File: config.mk
export PLATFORM = sky130hd
export DESIGN_NAME = rung_engine
export DESIGN_NICKNAME = d
export VERILOG_FILES = /design/src/rtl/rung_pkg.sv /design/src/rtl/rung_attr_decode.sv /design/src/rtl/rung_bit_stack.sv /design/src/rtl/rung_engine.sv
export SDC_FILE = /design/constraint.sdc
export NUM_CORES = 1
export LEC_CHECK = 0
export CORE_MARGIN = 2
export CORE_UTILIZATION = 60
export DETAILED_ROUTE_END_ITERATION = 10
export PLACE_DENSITY = 0.81
export SYNTH_ARGS = -nofsm -noshare
export SYNTH_HDL_FRONTEND = slang
export SYNTH_HIERARCHICAL = 1
export SYNTH_SLANG_ARGS = --single-unit
File: constraint.sdc
create_clock -name clk -period 5.2 [get_ports clk]
set_input_delay 1.56 -clock clk [delete_from_list [all_inputs] [get_ports clk]]
set_output_delay 1.56 -clock clk [all_outputs]
set_load 0.02 [all_outputs]
File: src/rtl/rung_pkg.sv
package rung_pkg;
  localparam logic [3:0] ATTR_SER      = 4'd1;
  localparam logic [3:0] ATTR_OPEN     = 4'd2;
  localparam logic [3:0] ATTR_RET      = 4'd3;
  localparam logic [3:0] ATTR_UP       = 4'd4;
  localparam logic [3:0] ATTR_OPEN_UP  = 4'd5;
  localparam logic [3:0] ATTR_OPEN_RET = 4'd6;
  localparam logic [3:0] ATTR_RET_UP   = 4'd7;
  localparam logic [3:0] ATTR_ALL      = 4'd8;

  typedef enum logic [1:0] {PA_HOLD, PA_GATE, PA_RELOAD, PA_MERGE} pa_sel_e;
  typedef enum logic [2:0] {PB_HOLD, PB_POP, PB_GATE, PB_POPMERGE, PB_ACCUM} pb_sel_e;
  typedef enum logic {ST_IDLE, ST_EXEC} state_e;

  typedef struct packed {
    logic    legal;
    logic    br_push;
    logic    br_peek;
    logic    mg_push;
    logic    mg_pop;
    logic    mg_din_merge;
    pa_sel_e pa;
    pb_sel_e pb;
    logic    pc_load;
  } ctl_t;
endpackage

File: src/rtl/rung_attr_decode.sv
module rung_attr_decode
  import rung_pkg::*;
(
  input  logic [3:0] attr_i,
  output ctl_t       ctl_o
);
  always_comb begin
    ctl_o = '{legal: 1'b1, br_push: 1'b0, br_peek: 1'b0, mg_push: 1'b0,
              mg_pop: 1'b0, mg_din_merge: 1'b0, pa: PA_GATE, pb: PB_HOLD,
              pc_load: 1'b0};
    case (attr_i)
      ATTR_SER: ;
      ATTR_OPEN: ctl_o.br_push = 1'b1;
      ATTR_RET: begin
        ctl_o.br_peek = 1'b1;
        ctl_o.mg_push = 1'b1;
        ctl_o.pa      = PA_RELOAD;
      end
      ATTR_UP: begin
        ctl_o.mg_pop = 1'b1;
        ctl_o.pa     = PA_MERGE;
        ctl_o.pb     = PB_POP;
      end
      ATTR_OPEN_UP: begin
        ctl_o.br_push = 1'b1;
        ctl_o.mg_pop  = 1'b1;
        ctl_o.pa      = PA_MERGE;
        ctl_o.pb      = PB_POP;
      end
      ATTR_OPEN_RET: ctl_o.pb = PB_GATE;
      ATTR_RET_UP: begin
        ctl_o.mg_pop       = 1'b1;
        ctl_o.mg_push      = 1'b1;
        ctl_o.mg_din_merge = 1'b1;
        ctl_o.pb           = PB_POPMERGE;
      end
      ATTR_ALL: begin
        ctl_o.pb      = PB_ACCUM;
        ctl_o.pc_load = 1'b1;
      end
      default: begin
        ctl_o.legal = 1'b0;
        ctl_o.pa    = PA_HOLD;
      end
    endcase
  end
endmodule

File: src/rtl/rung_bit_stack.sv
module rung_bit_stack #(
  parameter int DEPTH = 4
) (
  input  logic clk,
  input  logic rst_n,
  input  logic clr_i,
  input  logic push_i,
  input  logic pop_i,
  input  logic peek_i,
  input  logic din_i,
  output logic top_o,
  output logic fault_o
);
  localparam int CW = $clog2(DEPTH + 1);
  localparam int AW = (DEPTH > 1) ? $clog2(DEPTH) : 1;

  logic [DEPTH-1:0] mem_q, mem_n;
  logic [CW-1:0]    cnt_q, cnt_n, cnt_m1;
  logic             empty, full;

  assign empty   = (cnt_q == '0);
  assign full    = (cnt_q == CW'(DEPTH));
  assign cnt_m1  = cnt_q - CW'(1);
  assign top_o   = empty ? 1'b0 : mem_q[cnt_m1[AW-1:0]];
  assign fault_o = ((pop_i | peek_i) & empty) | (push_i & ~pop_i & full);

  always_comb begin
    mem_n = mem_q;
    cnt_n = cnt_q;
    if (clr_i) begin
      mem_n = '0;
      cnt_n = '0;
    end else if (push_i && pop_i) begin
      if (!empty) mem_n[cnt_m1[AW-1:0]] = din_i;
    end else if (push_i) begin
      if (!full) begin
        mem_n[cnt_q[AW-1:0]] = din_i;
        cnt_n = cnt_q + CW'(1);
      end
    end else if (pop_i) begin
      if (!empty) cnt_n = cnt_m1;
    end
  end

  always_ff @(posedge clk or negedge rst_n) begin
    if (!rst_n) begin
      mem_q <= '0;
      cnt_q <= '0;
    end else begin
      mem_q <= mem_n;
      cnt_q <= cnt_n;
    end
  end

  AST_STACK_BOUND: assert property (@(posedge clk) disable iff (!rst_n)
    cnt_q <= CW'(DEPTH));
  AST_FULL_HOLD: assert property (@(posedge clk) disable iff (!rst_n)
    (push_i && !pop_i && full && !clr_i) |=> ($stable(cnt_q) && $stable(mem_q)));
  AST_EMPTY_HOLD: assert property (@(posedge clk) disable iff (!rst_n)
    (pop_i && empty && !clr_i) |=> (cnt_q == '0));
endmodule

File: src/rtl/rung_engine.sv
module rung_engine
  import rung_pkg::*;
#(
  parameter int STACK_DEPTH = 4
) (
  input  logic       clk,
  input  logic       rst_n,
  input  logic       start_i,
  input  logic       instr_valid_i,
  input  logic [3:0] attr_i,
  input  logic       contact_nc_i,
  input  logic       contact_st_i,
  input  logic       rung_end_i,
  output logic       ready_o,
  output logic       done_o,
  output logic       coil_o,
  output logic       stack_err_o
);
  state_e     state_q, state_n;
  logic [3:0] attr_q;
  logic       cond_q;
  logic       pwra_q, pwra_n, pwrb_q, pwrb_n, pwrc_q, pwrc_n;
  logic       coil_q, coil_n, done_q, err_q, err_n;
  logic       start_acc, end_acc, ins_acc, exec;
  logic       gated, br_top, mg_top, br_fault, mg_fault, mg_din;
  ctl_t       ctl;

  assign ready_o   = (state_q == ST_IDLE);
  assign start_acc = ready_o & start_i;
  assign end_acc   = ready_o & ~start_i & rung_end_i;
  assign ins_acc   = ready_o & ~start_i & ~rung_end_i & instr_valid_i;
  assign exec      = (state_q == ST_EXEC);
  assign gated     = pwra_q & cond_q;
  assign mg_din    = ctl.mg_din_merge ? (gated | mg_top) : pwra_q;

  rung_attr_decode i_dec (.attr_i(attr_q), .ctl_o(ctl));

  rung_bit_stack #(.DEPTH(STACK_DEPTH)) i_br_stack (
    .clk(clk), .rst_n(rst_n), .clr_i(start_acc),
    .push_i(exec & ctl.br_push), .pop_i(1'b0), .peek_i(exec & ctl.br_peek),
    .din_i(pwra_q), .top_o(br_top), .fault_o(br_fault));

  rung_bit_stack #(.DEPTH(STACK_DEPTH)) i_mg_stack (
    .clk(clk), .rst_n(rst_n), .clr_i(start_acc),
    .push_i(exec & ctl.mg_push), .pop_i(exec & ctl.mg_pop), .peek_i(1'b0),
    .din_i(mg_din), .top_o(mg_top), .fault_o(mg_fault));

  always_comb begin
    state_n = ins_acc ? ST_EXEC : ST_IDLE;
    pwra_n  = pwra_q;
    pwrb_n  = pwrb_q;
    pwrc_n  = pwrc_q;
    if (start_acc) begin
      pwra_n = 1'b1;
      pwrb_n = 1'b0;
      pwrc_n = 1'b0;
    end else if (exec) begin
      case (ctl.pa)
        PA_GATE:   pwra_n = gated;
        PA_RELOAD: pwra_n = br_top & cond_q;
        PA_MERGE:  pwra_n = gated | mg_top;
        default:   ;
      endcase
      case (ctl.pb)
        PB_POP:      pwrb_n = mg_top;
        PB_GATE:     pwrb_n = gated;
        PB_POPMERGE: pwrb_n = gated | mg_top;
        PB_ACCUM:    pwrb_n = gated | pwrb_q;
        default:     ;
      endcase
      if (ctl.pc_load) pwrc_n = gated;
    end
    coil_n = end_acc ? pwra_q : coil_q;
    err_n  = start_acc ? 1'b0 : (err_q | (exec & (br_fault | mg_fault)));
  end

  always_ff @(posedge clk or negedge rst_n) begin
    if (!rst_n) begin
      state_q <= ST_IDLE;
      attr_q  <= '0;
      cond_q  <= 1'b0;
      pwra_q  <= 1'b1;
      pwrb_q  <= 1'b0;
      pwrc_q  <= 1'b0;
      coil_q  <= 1'b0;
      done_q  <= 1'b0;
      err_q   <= 1'b0;
    end else begin
      state_q <= state_n;
      if (ins_acc) begin
        attr_q <= attr_i;
        cond_q <= contact_st_i ^ contact_nc_i;
      end
      pwra_q <= pwra_n;
      pwrb_q <= pwrb_n;
      pwrc_q <= pwrc_n;
      coil_q <= coil_n;
      done_q <= end_acc;
      err_q  <= err_n;
    end
  end

  assign coil_o      = coil_q;
  assign done_o      = done_q;
  assign stack_err_o = err_q;

  AST_EXEC_ONE_CYCLE: assert property (@(posedge clk) disable iff (!rst_n)
    exec |=> ready_o);
  AST_START_INIT: assert property (@(posedge clk) disable iff (!rst_n)
    start_acc |=> (pwra_q && !stack_err_o));
  AST_ILLEGAL_HOLD: assert property (@(posedge clk) disable iff (!rst_n)
    (exec && !ctl.legal) |=> ($stable(pwra_q) && $stable(stack_err_o)));
  AST_PC_TRACK: assert property (@(posedge clk) disable iff (!rst_n)
    (exec && ctl.pc_load) |=> (pwrc_q == pwra_q));
  AST_ERR_STICKY: assert property (@(posedge clk) disable iff (!rst_n)
    (stack_err_o && !start_acc) |=> stack_err_o);
  AST_DONE_PULSE: assert property (@(posedge clk) disable iff (!rst_n)
    done_o |=> !done_o);
  AST_COIL_HOLD: assert property (@(posedge clk) disable iff (!rst_n)
    !end_acc |=> $stable(coil_o));
endmodule

=== Word level (Yosys, flattened, before mapping) ===
Index checks and enable logic that the tools add are counted.

* Input port bits: 11
* Flip-flop bits (word level): 24
* Word-level logic and storage cells: 132
* Output and inout port bits: 4

* Bitwise gates (word level): 27
* Reductions and logical operators: 20
* Mux-type cells: 44
* $lt $le $gt $ge: 7
* Equal/unequal tests: 19
* $add $sub $neg: 4

{| class="wikitable"
|+ Operator list
! operator !! count
|-
| $mux 4 || 8
|-
| $mux 3 || 9
|-
| $and 1x1->1 || 17
|-
| $mux 1 || 17
|-
| $eq 4x3->1 const B || 4
|-
| $bwmux 4 || 3
|-
| $lt 2x3->1 const B || 4
|-
| $ne 3x3->1 const B || 3
|-
| $eq 4x2->1 const B || 2
|-
| $add 3x1->3 const B || 2
|-
| $demux 1 s2 || 3
|-
| $eq 3x3->1 const B || 2
|-
| $ge 2x1->1 const B || 3
|-
| $logic_not 3->1 || 2
|-
| $pmux 2 s3 || 1
|-
| $reduce_bool 3->1 || 2
|-
| $reduce_or 2->1 || 3
|-
| $or 1x1->1 || 5
|-
| $reduce_or 5->1 || 1
|-
| $bmux 1 s2 || 2
|-
| $eq 2x2->1 const B || 2
|-
| $eq 4x1->1 const B || 1
|-
| $eq 4x4->1 const B || 1
|-
| $logic_and 1x1->1 || 4
|-
| 14 further kinds || 20
|}

=== Logic depth before layout (Yosys ltp) ===
* Depth after elaboration: 12
* Depth in mapped cells: 10
* Depth with buffers taken out: 8

=== Cells and area by module ===
The synthesis kept the hierarchy.

{| class="wikitable"
|+ By module, submodules not included
! module !! cells each !! sequential area each (um^2) !! times used !! area an instance (um^2)
|-
| rung_bit_stack at i_mg_stack || 71 || 175.2 || 1 || 705.7
|-
| rung_bit_stack at i_br_stack || 72 || 175.2 || 1 || 681.9
|-
| rung_engine || 43 || 251.5 || 1 || 494.2
|-
| rung_attr_decode || 25 || 0.0 || 1 || 135.1
|}

=== Worst setup path after synthesis ===
OpenSTA, ideal clock, no wires.

* Path kind: input-to-reg
* From: input start_i
* To: register attr_q[0]
* Setup slack: 2.748 ns
* Buffers on the path: 0
* Required time: 5.075 ns
* Stages on the path: 2
* Data arrival time: 2.327 ns
* Library setup time: 0.125 ns
* Cell sequence: nor4b_4 > mux2_2

* Word-level cells in the longest chain between the ends: 4

{| class="wikitable"
|+ Ends and longest elaborated chain
! element !! RTL line !! source
|-
| from (decl) || rung_engine.sv:8 || <nowiki>input logic start_i,</nowiki>
|-
| $not 1->1 || rung_engine.sv:31 || <nowiki>assign ins_acc = ready_o & ~start_i & ~rung_end_i & instr_valid_i;</nowiki>
|-
| $and 1x1->1 (3 in a row) || rung_engine.sv:31 ||
|-
| to (signal assigned) || rung_engine.sv:91 || <nowiki>attr_q <= attr_i;</nowiki>
|-
| to (decl) || rung_engine.sv:20 || <nowiki>logic [3:0] attr_q;</nowiki>
|}

Every way passes these cells.
A chain may end at the register's enable or synchronous reset.

=== Final worst setup path ===
* From: register state_q, in the netlist exec
* To: output ready_o

* Word-level cells in the longest chain between the ends: 1

{| class="wikitable"
|+ Ends and longest elaborated chain
! element !! RTL line !! source
|-
| from (decl) || rung_engine.sv:19 || <nowiki>state_e state_q, state_n;</nowiki>
|-
| from (signal assigned) || rung_engine.sv:89 || <nowiki>state_q <= state_n;</nowiki>
|-
| $not 1->1 || rung_engine.sv:28 || <nowiki>assign ready_o = (state_q == ST_IDLE);</nowiki>
|-
| to (decl) || rung_engine.sv:14 || <nowiki>output logic ready_o,</nowiki>
|}

Every way passes these cells.

==> metrics.txt <==
Setup WS pre-CTS 2.09 ns; placed inst area 2120 sq um; Final min period 3.14 ns; worst setup margin 2.06 ns; final hold slack 0.529 ns; Layout fillers 257; CTS Hold Buffers Added 0; CTS resizes 0; Vias 1513; Final nets 244; Hold Violations, Final 0; Finished Layout Cells 262; unrepaired setup endpoints after global routing no; Core Region 3100 sq um; hold_sp coil_o$_DFFE_PN0P_; Syn Area/Cell 9.65 sq um; CTS Buffer Depth 2; grt total ovfl 0; Max Cap Viol 0; Hold WC Path Type flop to flop; DRC Markers 0; Die Area 3790 sq um; Initial Util 64.0%; Placed Instances 258; r2r worst-path depth 8; CTS tree built; R2R Setup Slk 2.71 ns; Slew HR 28.9%; Area Overhead vs Synth 8.44%; final WL 3920 um; Final Max Tran Viols 0; Root Buffer clkbuf_4; clock sink total 24; final setup fails 0; Synth Instances 206; Setup crit end kind output pin; Critical Path AT 1.58 ns; hold depth 1; setup TNS 0 ns; Mapped Area 1990 sq um; Setup Crit Path Kind flop to output pin; Yosys warnings 6; DIE WIDTH 61.5 um; initial DRC count 86; vias in the first global route 1472; Req. time, crit path 3.64 ns; design area 2150 sq um; # diodes 0; IO buf count 14; antenna violations before repair 0; insertion delay to the later sink of the worst-skew pair 0.32 ns; CP max FO 10; Clock transition at path regs 0.13 ns; share of cells above drive strength 1 14.7%; die height 61.5 um; vias per cell 5.77; # Post-CTS Setup Buffers 0; Hold EP coil_o$_DFFE_PN0P_; Final GP Congestion 0.845; clk_skew 0.00195 ns; Worst R2R Start i_mg_stack/cnt_q[0]$_DFFE_PN0P_; PD cells 277 nW/um^2; remaining antenna violation count after routing 0; leak pwr 0.000955 uW; status completed; CP Launch Type flop; row cnt 20; final worst-path cycle share 60.3%; DP HPWL 2920 um; worst vdd ir 0.203 mV; largest net degree at the start of global routing 25; DR pass1 iterations 4; Slew @ Worst Pin 1.06 ns; TritonCTS buffer count 3; Total GRT Usage 23.5%; first-pass GRT wire length 6580 um; Max Clk Rate 0.319 GHz; RR Endpoint i_mg_stack/mem_q[1]$_DFFE_PN0P_; # IOs 15; H-tree levels 1; WL/cell 14.9 um
-- layout by cell type (no fill, tap or decap), types with 3 or more instances in the layout --
cell             instances
inv_1                   14
nand2_1                  8
mux2_2                   6
a31oi_1                  4
dfrtp_1                 23
nor3_1                   6
ha_1                    14
xnor2_1                  5
o21ai_0                  8
conb_1                   4
or3_1                    3
mux2i_1                 16
a21oi_1                 11
and2_2                   4
a211oi_1                 4
nor2_1                  13
nor2b_1                  4
or3b_1                   4
nand2b_1                10
clkdlybuf4s50_1         14
clkbuf_4                 3
-- critical path, stage by stage (launching register included) --
cell,delay (ns)
dfrtp_1,0.52
inv_1,0.12
clkdlybuf4s50_1,0.61
-- how the worst max path moves through the flow --
stage                   start  cells after the start  slack [ns]               endpoint
2_1_floorplan         start_i                      2        2.75  attr_q[0]$_DFFE_PN0P_
3_3_place_gp          start_i                      3        2.16  attr_q[3]$_DFFE_PN0P_
3_5_place_dp          start_i                      3        2.09  attr_q[2]$_DFFE_PN0P_
4_1_cts        exec$_DFF_PN0_                      2        2.05                ready_o
5_1_grt        exec$_DFF_PN0_                      2        2.00                ready_o
6_report       exec$_DFF_PN0_                      2        2.06                ready_o
-- power by group --
group          total [uW]  internal, uW  switching (uW)
registers             251           208            42.7
logic                 245           113             132
clock network         100          42.9            57.3
-- metrics by stage --
stage | utilization (%) | power (uW)
final | 69.4 | 596
after global routing | 69.4 | 642
after CTS | 69.4 | 598
after detailed placement | 68.3 | 497
after global placement | 68.3 | 480
after floorplan | - | 438
-- metal layers --
metal	track usage, %	vias to the layer above	wire, um
li1	-	750	-
met3	2.52	5	96
met1	29.6	736	1770
met5	0	-	0
met4	6.99	0	50
met2	42.4	22	2000
-- layout make-up --
class,count,area (sq um),area share [%]
multi-input cells,161,1260,58.7
flip-flops and latches,24,602,27.9
repair buffers,14,140,6.50
inverters,15,56.3,2.61
well taps,44,55.1,2.56
clock buffers,4,36.3,1.68
-- registers in the layout, summed over array words and instances (netlist names) --
register and flops:
i_mg_stack/cnt_q 3, i_mg_stack/mem_q 4, exec 1, cond_q 1
attr_q 4, coil_o 1, stack_err_o 1, i_br_stack/cnt_q 3
done_o 1, i_br_stack/mem_q 4, pwra_q 1
No activity file was read; power rests on OpenSTA's default activity.
